==> src/rtl/fpn_pkg.sv <==
package fpn_pkg;
  typedef enum logic {ST_IDLE, ST_RUN} fpn_state_e;
endpackage

==> src/rtl/fpn_step.sv <==
// One shift/adjust step plus the normal-form test.
module fpn_step #(
  parameter int unsigned MANT_W = 24,
  parameter int unsigned XW     = 11,
  parameter bit          BASE16 = 1'b0
) (
  input  logic [MANT_W:0]        mant_i,
  input  logic signed [XW-1:0]   exp_i,
  output logic [MANT_W:0]        mant_o,
  output logic signed [XW-1:0]   exp_o,
  output logic                   norm_o,
  output logic                   zero_o
);
  localparam int unsigned STEP = BASE16 ? 4 : 1;
  localparam logic signed [XW-1:0] ONE = XW'(1);

  logic carry, top_hit;
  assign carry = mant_i[MANT_W];

  generate
    if (BASE16) begin : g_b16
      assign top_hit = |mant_i[MANT_W-1 -: 4];
    end else begin : g_b2
      assign top_hit = mant_i[MANT_W-1];
    end
  endgenerate

  assign norm_o = !carry && top_hit;
  assign zero_o = (mant_i == '0);

  always_comb begin
    if (carry) begin
      mant_o = mant_i >> STEP;
      exp_o  = exp_i + ONE;
    end else begin
      mant_o = mant_i << STEP;
      exp_o  = exp_i - ONE;
    end
  end
endmodule

==> src/rtl/fpn_pack.sv <==
// Range check, saturation/flush and excess-code packing.
module fpn_pack #(
  parameter int unsigned MANT_W = 24,
  parameter int unsigned EXP_W  = 7,
  parameter int unsigned XW     = 11,
  localparam int unsigned WORD_W = 1 + EXP_W + MANT_W
) (
  input  logic                 sign_i,
  input  logic signed [XW-1:0] exp_i,
  input  logic [MANT_W-1:0]    mant_i,
  input  logic                 zero_i,
  output logic [WORD_W-1:0]    word_o,
  output logic                 ovf_o,
  output logic                 unf_o,
  output logic                 zero_o
);
  localparam logic signed [XW-1:0] EMAX = XW'((2 ** (EXP_W - 1)) - 1);
  localparam logic signed [XW-1:0] EMIN = -XW'(2 ** (EXP_W - 1));

  logic [EXP_W-1:0] field;
  // excess-2^(n-1) == two's complement with the MSB inverted
  assign field = {~exp_i[EXP_W-1], exp_i[EXP_W-2:0]};

  assign zero_o = zero_i;
  assign ovf_o  = !zero_i && (exp_i > EMAX);
  assign unf_o  = !zero_i && (exp_i < EMIN);

  always_comb begin
    if (zero_i || unf_o) word_o = '0;
    else if (ovf_o)      word_o = {sign_i, {(WORD_W-1){1'b1}}};
    else                 word_o = {sign_i, field, mant_i};
  end
endmodule

==> src/rtl/fpn_norm.sv <==
module fpn_norm #(
  parameter int unsigned MANT_W = 24,
  parameter int unsigned EXP_W  = 7,
  parameter bit          BASE16 = 1'b0,
  localparam int unsigned WORD_W = 1 + EXP_W + MANT_W,
  localparam int unsigned IXW    = EXP_W + 2
) (
  input  logic                  clk_i,
  input  logic                  rst_ni,
  input  logic                  start_i,
  input  logic                  sign_i,
  input  logic signed [IXW-1:0] exp_i,
  input  logic [MANT_W:0]       mant_i,
  output logic                  busy_o,
  output logic                  done_o,
  output logic [WORD_W-1:0]     word_o,
  output logic                  ovf_o,
  output logic                  unf_o,
  output logic                  zero_o
);
  import fpn_pkg::*;

  localparam int unsigned XW = EXP_W + 4;

  fpn_state_e             state_q;
  logic                   sign_q, done_q, ovf_q, unf_q, zero_q;
  logic signed [XW-1:0]   exp_q;
  logic [MANT_W:0]        mant_q;
  logic [WORD_W-1:0]      word_q;

  logic [MANT_W:0]        st_mant;
  logic signed [XW-1:0]   st_exp;
  logic                   st_norm, st_zero;
  logic [WORD_W-1:0]      pk_word;
  logic                   pk_ovf, pk_unf, pk_zero;

  fpn_step #(.MANT_W(MANT_W), .XW(XW), .BASE16(BASE16)) u_step (
    .mant_i (mant_q),
    .exp_i  (exp_q),
    .mant_o (st_mant),
    .exp_o  (st_exp),
    .norm_o (st_norm),
    .zero_o (st_zero)
  );

  fpn_pack #(.MANT_W(MANT_W), .EXP_W(EXP_W), .XW(XW)) u_pack (
    .sign_i (sign_q),
    .exp_i  (exp_q),
    .mant_i (mant_q[MANT_W-1:0]),
    .zero_i (st_zero),
    .word_o (pk_word),
    .ovf_o  (pk_ovf),
    .unf_o  (pk_unf),
    .zero_o (pk_zero)
  );

  always_ff @(posedge clk_i or negedge rst_ni) begin
    if (!rst_ni) begin
      state_q <= ST_IDLE;
      sign_q  <= 1'b0;
      exp_q   <= '0;
      mant_q  <= '0;
      word_q  <= '0;
      done_q  <= 1'b0;
      ovf_q   <= 1'b0;
      unf_q   <= 1'b0;
      zero_q  <= 1'b0;
    end else begin
      done_q <= 1'b0;
      unique case (state_q)
        ST_IDLE: if (start_i) begin
          sign_q  <= sign_i;
          exp_q   <= XW'(exp_i);
          mant_q  <= mant_i;
          state_q <= ST_RUN;
        end
        ST_RUN: begin
          if (st_zero || st_norm) begin
            word_q  <= pk_word;
            ovf_q   <= pk_ovf;
            unf_q   <= pk_unf;
            zero_q  <= pk_zero;
            done_q  <= 1'b1;
            state_q <= ST_IDLE;
          end else begin
            mant_q <= st_mant;
            exp_q  <= st_exp;
          end
        end
        default: state_q <= ST_IDLE;
      endcase
    end
  end

  assign busy_o = (state_q == ST_RUN);
  assign done_o = done_q;
  assign word_o = word_q;
  assign ovf_o  = ovf_q;
  assign unf_o  = unf_q;
  assign zero_o = zero_q;
endmodule

==> config.mk <==
export PLATFORM = sky130hd
export DESIGN_NAME = fpn_norm
export DESIGN_NICKNAME = d
export VERILOG_FILES = /design/src/rtl/fpn_pkg.sv /design/src/rtl/fpn_step.sv /design/src/rtl/fpn_pack.sv /design/src/rtl/fpn_norm.sv
export SDC_FILE = /design/constraint.sdc
export NUM_CORES = 1
export LEC_CHECK = 0
export ABC_AREA = 0
export BUFFER_PORTS_ARGS = -buffer_cell sky130_fd_sc_hd__buf_4
export CAP_MARGIN = 20
export CORE_ASPECT_RATIO = 0.5
export CORE_MARGIN = 3
export CORE_UTILIZATION = 53
export DETAILED_ROUTE_END_ITERATION = 6
export GPL_ROUTABILITY_DRIVEN = 0
export PLACE_DENSITY = 0.85
export SLEW_MARGIN = 20
export SYNTH_ARGS = -nofsm -noshare
export SYNTH_HDL_FRONTEND = slang
export SYNTH_SLANG_ARGS = --single-unit
==> constraint.sdc <==
create_clock -name clk_i -period 2.65 [get_ports clk_i]
set_input_delay 0.53 -clock clk_i [delete_from_list [all_inputs] [get_ports clk_i]]
set_output_delay 0.53 -clock clk_i [all_outputs]
set_load 0.005 [all_outputs]
==> flow_summary.ini <==
[synthesis]
synthXorXnorAreaFrac_pct = 1.33
synthMuxAreaShare_pct = 7.01
synth-main-ff-cell = dfrtp_1
ys_ff_latch = 74
ys_types = 49
synthSimpleGateAreaFrac_pct = 18.6
synth_warnings = 0
syn-num-nets = 500
synth_area_leaders = dfrtp_1 47%, o21ai_0 7.9%, nand2_1 7.3%, mux2i_1 6.3%, nor2_1 6.1%
synth_top_family_by_area = simple AND/OR/NAND/NOR gates
synth.top_cell.area_share_pct = 47.0
synthArstFlopShare_pct = 100
synth_compound_area_share_pct = 17.6
mappedNetlistArea_sq_mm = 0.00394
syn_area_per_cell_sq_um = 8.72
netlist_instances = 452
yosysSeqAreaShare_pct = 47.0
synth_edf_count = 0
yosys.area_share.adder_pct = 3.36
yosysTopAreaCell = dfrtp_1

[timing]
setup_tns_ns = 0
max_freq_mhz = 411
tightest_slew_ns = 0.910
finalMaxSlewViolations = 0
setup_viol_count_final = 0
skew_ns = 0.00348
slew_headroom_pct = 39.3
fin_crit_ns = 2.43
hold_viol = 0
rsz0062_at_grt = no
period_share_pct = 91.9

[placement]
dp_hpwl_microns = 6510
dp_cells = 598
portBuffers = 74

[floorplan]
start_util_pct = 56.8
die_y_microns = 67.0
io_pins = 75
dieArea_sq_mm = 0.00857
coreArea_sq_mm = 0.00694
num_rows = 21
die_w_microns = 128

[clock_tree]
cts_buffers = 9
root_buffer = clkbuf_16
path_clk_slew_ns = 0.05
worstSkewPairLatency_ns = 0.33
cts_sinks = 74
post_cts_buffers = 0
cts_hold_buf = 0
cts_max_path_buffers = 2
cts_max_level = 3
cts_resized = 0
cts_tree = done

[critical_path]
arrival_ns = 2.61
critPathSlowestCell = dfrtp_1
cp-end-kind = flip-flop
critPathMaxStageDelay_ns = 0.52
crit_type = reg -> reg
critPathRequiredTime_ns = 2.83
cp_max_fo = 9
start_kind = flip-flop
crit_top_cell = o21ai_0
path_cells = inv_1 -> ha_1 -> and2_1 -> o21ai_0 -> nand3b_1 -> xor2_1 -> mux2i_1 -> o21ai_0

[run_status]
status = complete, no violations

[drt]
top_layer_used = met4
drc = 0
wl_met1_microns = 4280
wire_per_inst_microns = 15.2
dr_wl_met3_microns = 583
vias_per_cell = 5.63
wl_microns = 9310
dr_total_vias = 3454
first_iter_violations = 277
met2_length_microns = 4330
drtPass1Iterations = 5
drtAntennaViolNets = 0

[global_routing]
antenna_found_initial = 0
track_usage_pct = 23.5
grt_pass1_vias = 3361
grt_start_max_net_pins = 75
grt-ovfl-total = 0
grt_pass1_wl_microns = 15800

[power_and_ir_drop]
p_leak_uw = 0.00223
power_density_mw_per_mm2 = 1380
peakVddDrop_mv = 0.682

[layout]
fin_cells = 614
nNetsFinal = 566
num_antenna_cells = 0
syn2layout_area_growth_pct = 22.7
drive_gt1_share_pct = 19.9
final.fill_count = 529

[run]
maxCapViolations = 0

[min_path]
holdCritPathClass = in -> async
-- cell families after synthesis --
| group | Yosys count |
|---|---|
| compound gates | 125 |
| simple gates | 174 |
| xor+xnor | 6 |
| fa+ha+maj | 10 |
| mux | 27 |
| flops | 74 |
| buf+inv | 36 |
-- through the flow --
stage	utilization (%)	cell area, sq um	hold slack [ns]	setup WS [ns]	total power, uW
final	69.7	4840	0.335	0.215	6700
after floorplan	-	3940	0.234	0.279	4470
after CTS	69.4	4820	0.363	0.219	6670
after detailed placement	65.3	4530	0.472	0.236	5470
after global placement	65.3	4530	0.466	0.365	5340
after global routing	69.7	4840	0.401	0.0114	7340
-- cell usage in the layout, fill, tap and decap left out, drive strengths merged, types with 2 or more instances in the layout --
master,count
and3,2
nor4,6
clkinv,2
a31oi,5
clkbuf,12
nand3,5
nor3,6
xnor2,3
buf,83
o21ai,66
nand4,3
ha,9
o31ai,2
a21oi,37
dfrtp,74
mux2,2
inv,8
xor2,3
nor2,65
a211oi,4
mux2i,25
nor2b,5
nand2,77
-- layer usage --
layer  vias to the layer above  global-route usage, %
li1                       1704                      -
met1                      1644                   31.4
met2                        93                   37.6
met3                        13                   5.84
met4                         0                   8.33
met5                         -                      0
-- state kept, by name, indices dropped and copies added (netlist names) --
| register | flops |
|---|---|
| sign_q | 1 |
| zero_o | 1 |
| done_o | 1 |
| exp_q | 11 |
| busy_o | 1 |
| ovf_o | 1 |
| mant_q | 25 |
| word_o | 32 |
| unf_o | 1 |
-- layout make-up --
| cell class | count | area (sq um) | area share, % |
|---|---|---|---|
| Clock buffer | 12 | 246 | 5.10 |
| Clock inverter | 3 | 40.0 | 0.828 |
| Inverter | 8 | 30.0 | 0.621 |
| Multi-Input combinational cell | 342 | 1910 | 39.5 |
| Sequential cell | 74 | 1850 | 38.3 |
| Tap cell | 92 | 115 | 2.38 |
| Timing Repair Buffer | 83 | 643 | 13.3 |
-- critical path, delay by kind of cell, from the launching register on --
kind / cells / cell delay [ns]
AOI/OAI and AO/OA: 2 / 0.40
and+or+nand+nor: 2 / 0.37
xor gates and xnor gates: 1 / 0.16
adders and majority gates: 1 / 0.44
muxes: 1 / 0.14
DFF: 1 / 0.52
buffers and inverters: 1 / 0.26
-- final timing paths --
path                       depth (start not counted)  startpoint          to  slack, ns
max                                                8  mant_q[24]    exp_q[6]       0.22
min in group clk_i                                 2  mant_i[24]  mant_q[24]       0.44
min reg2reg                                        1  word_o[30]  word_o[30]       0.48
min                                                1      rst_ni  word_o[16]       0.33
max reg2reg                                        8  mant_q[24]    exp_q[6]       0.22
max in group asynchronous                          1      rst_ni  mant_q[23]       1.73
-- cells in the mapped netlist, types with 4 or more instances --
cell       n
nand2_1   77
nor2_1    64
mux2i_1   25
a31oi_1    5
inv_1      8
ha_1       9
buf_4      5
a211oi_1   4
dfrtp_1   74
a21oi_1   37
o21ai_0   62
nor3_1     5
nor2b_1    5
nor4_1     6
clkbuf_1  11
buf_2      5
nand3_1    5
-- where the power goes --
part	internal [uW]	switching, uW
Clock	746	426
Sequential	1670	491
Combinational	1480	1880
(Power assumes the default switching activity.)
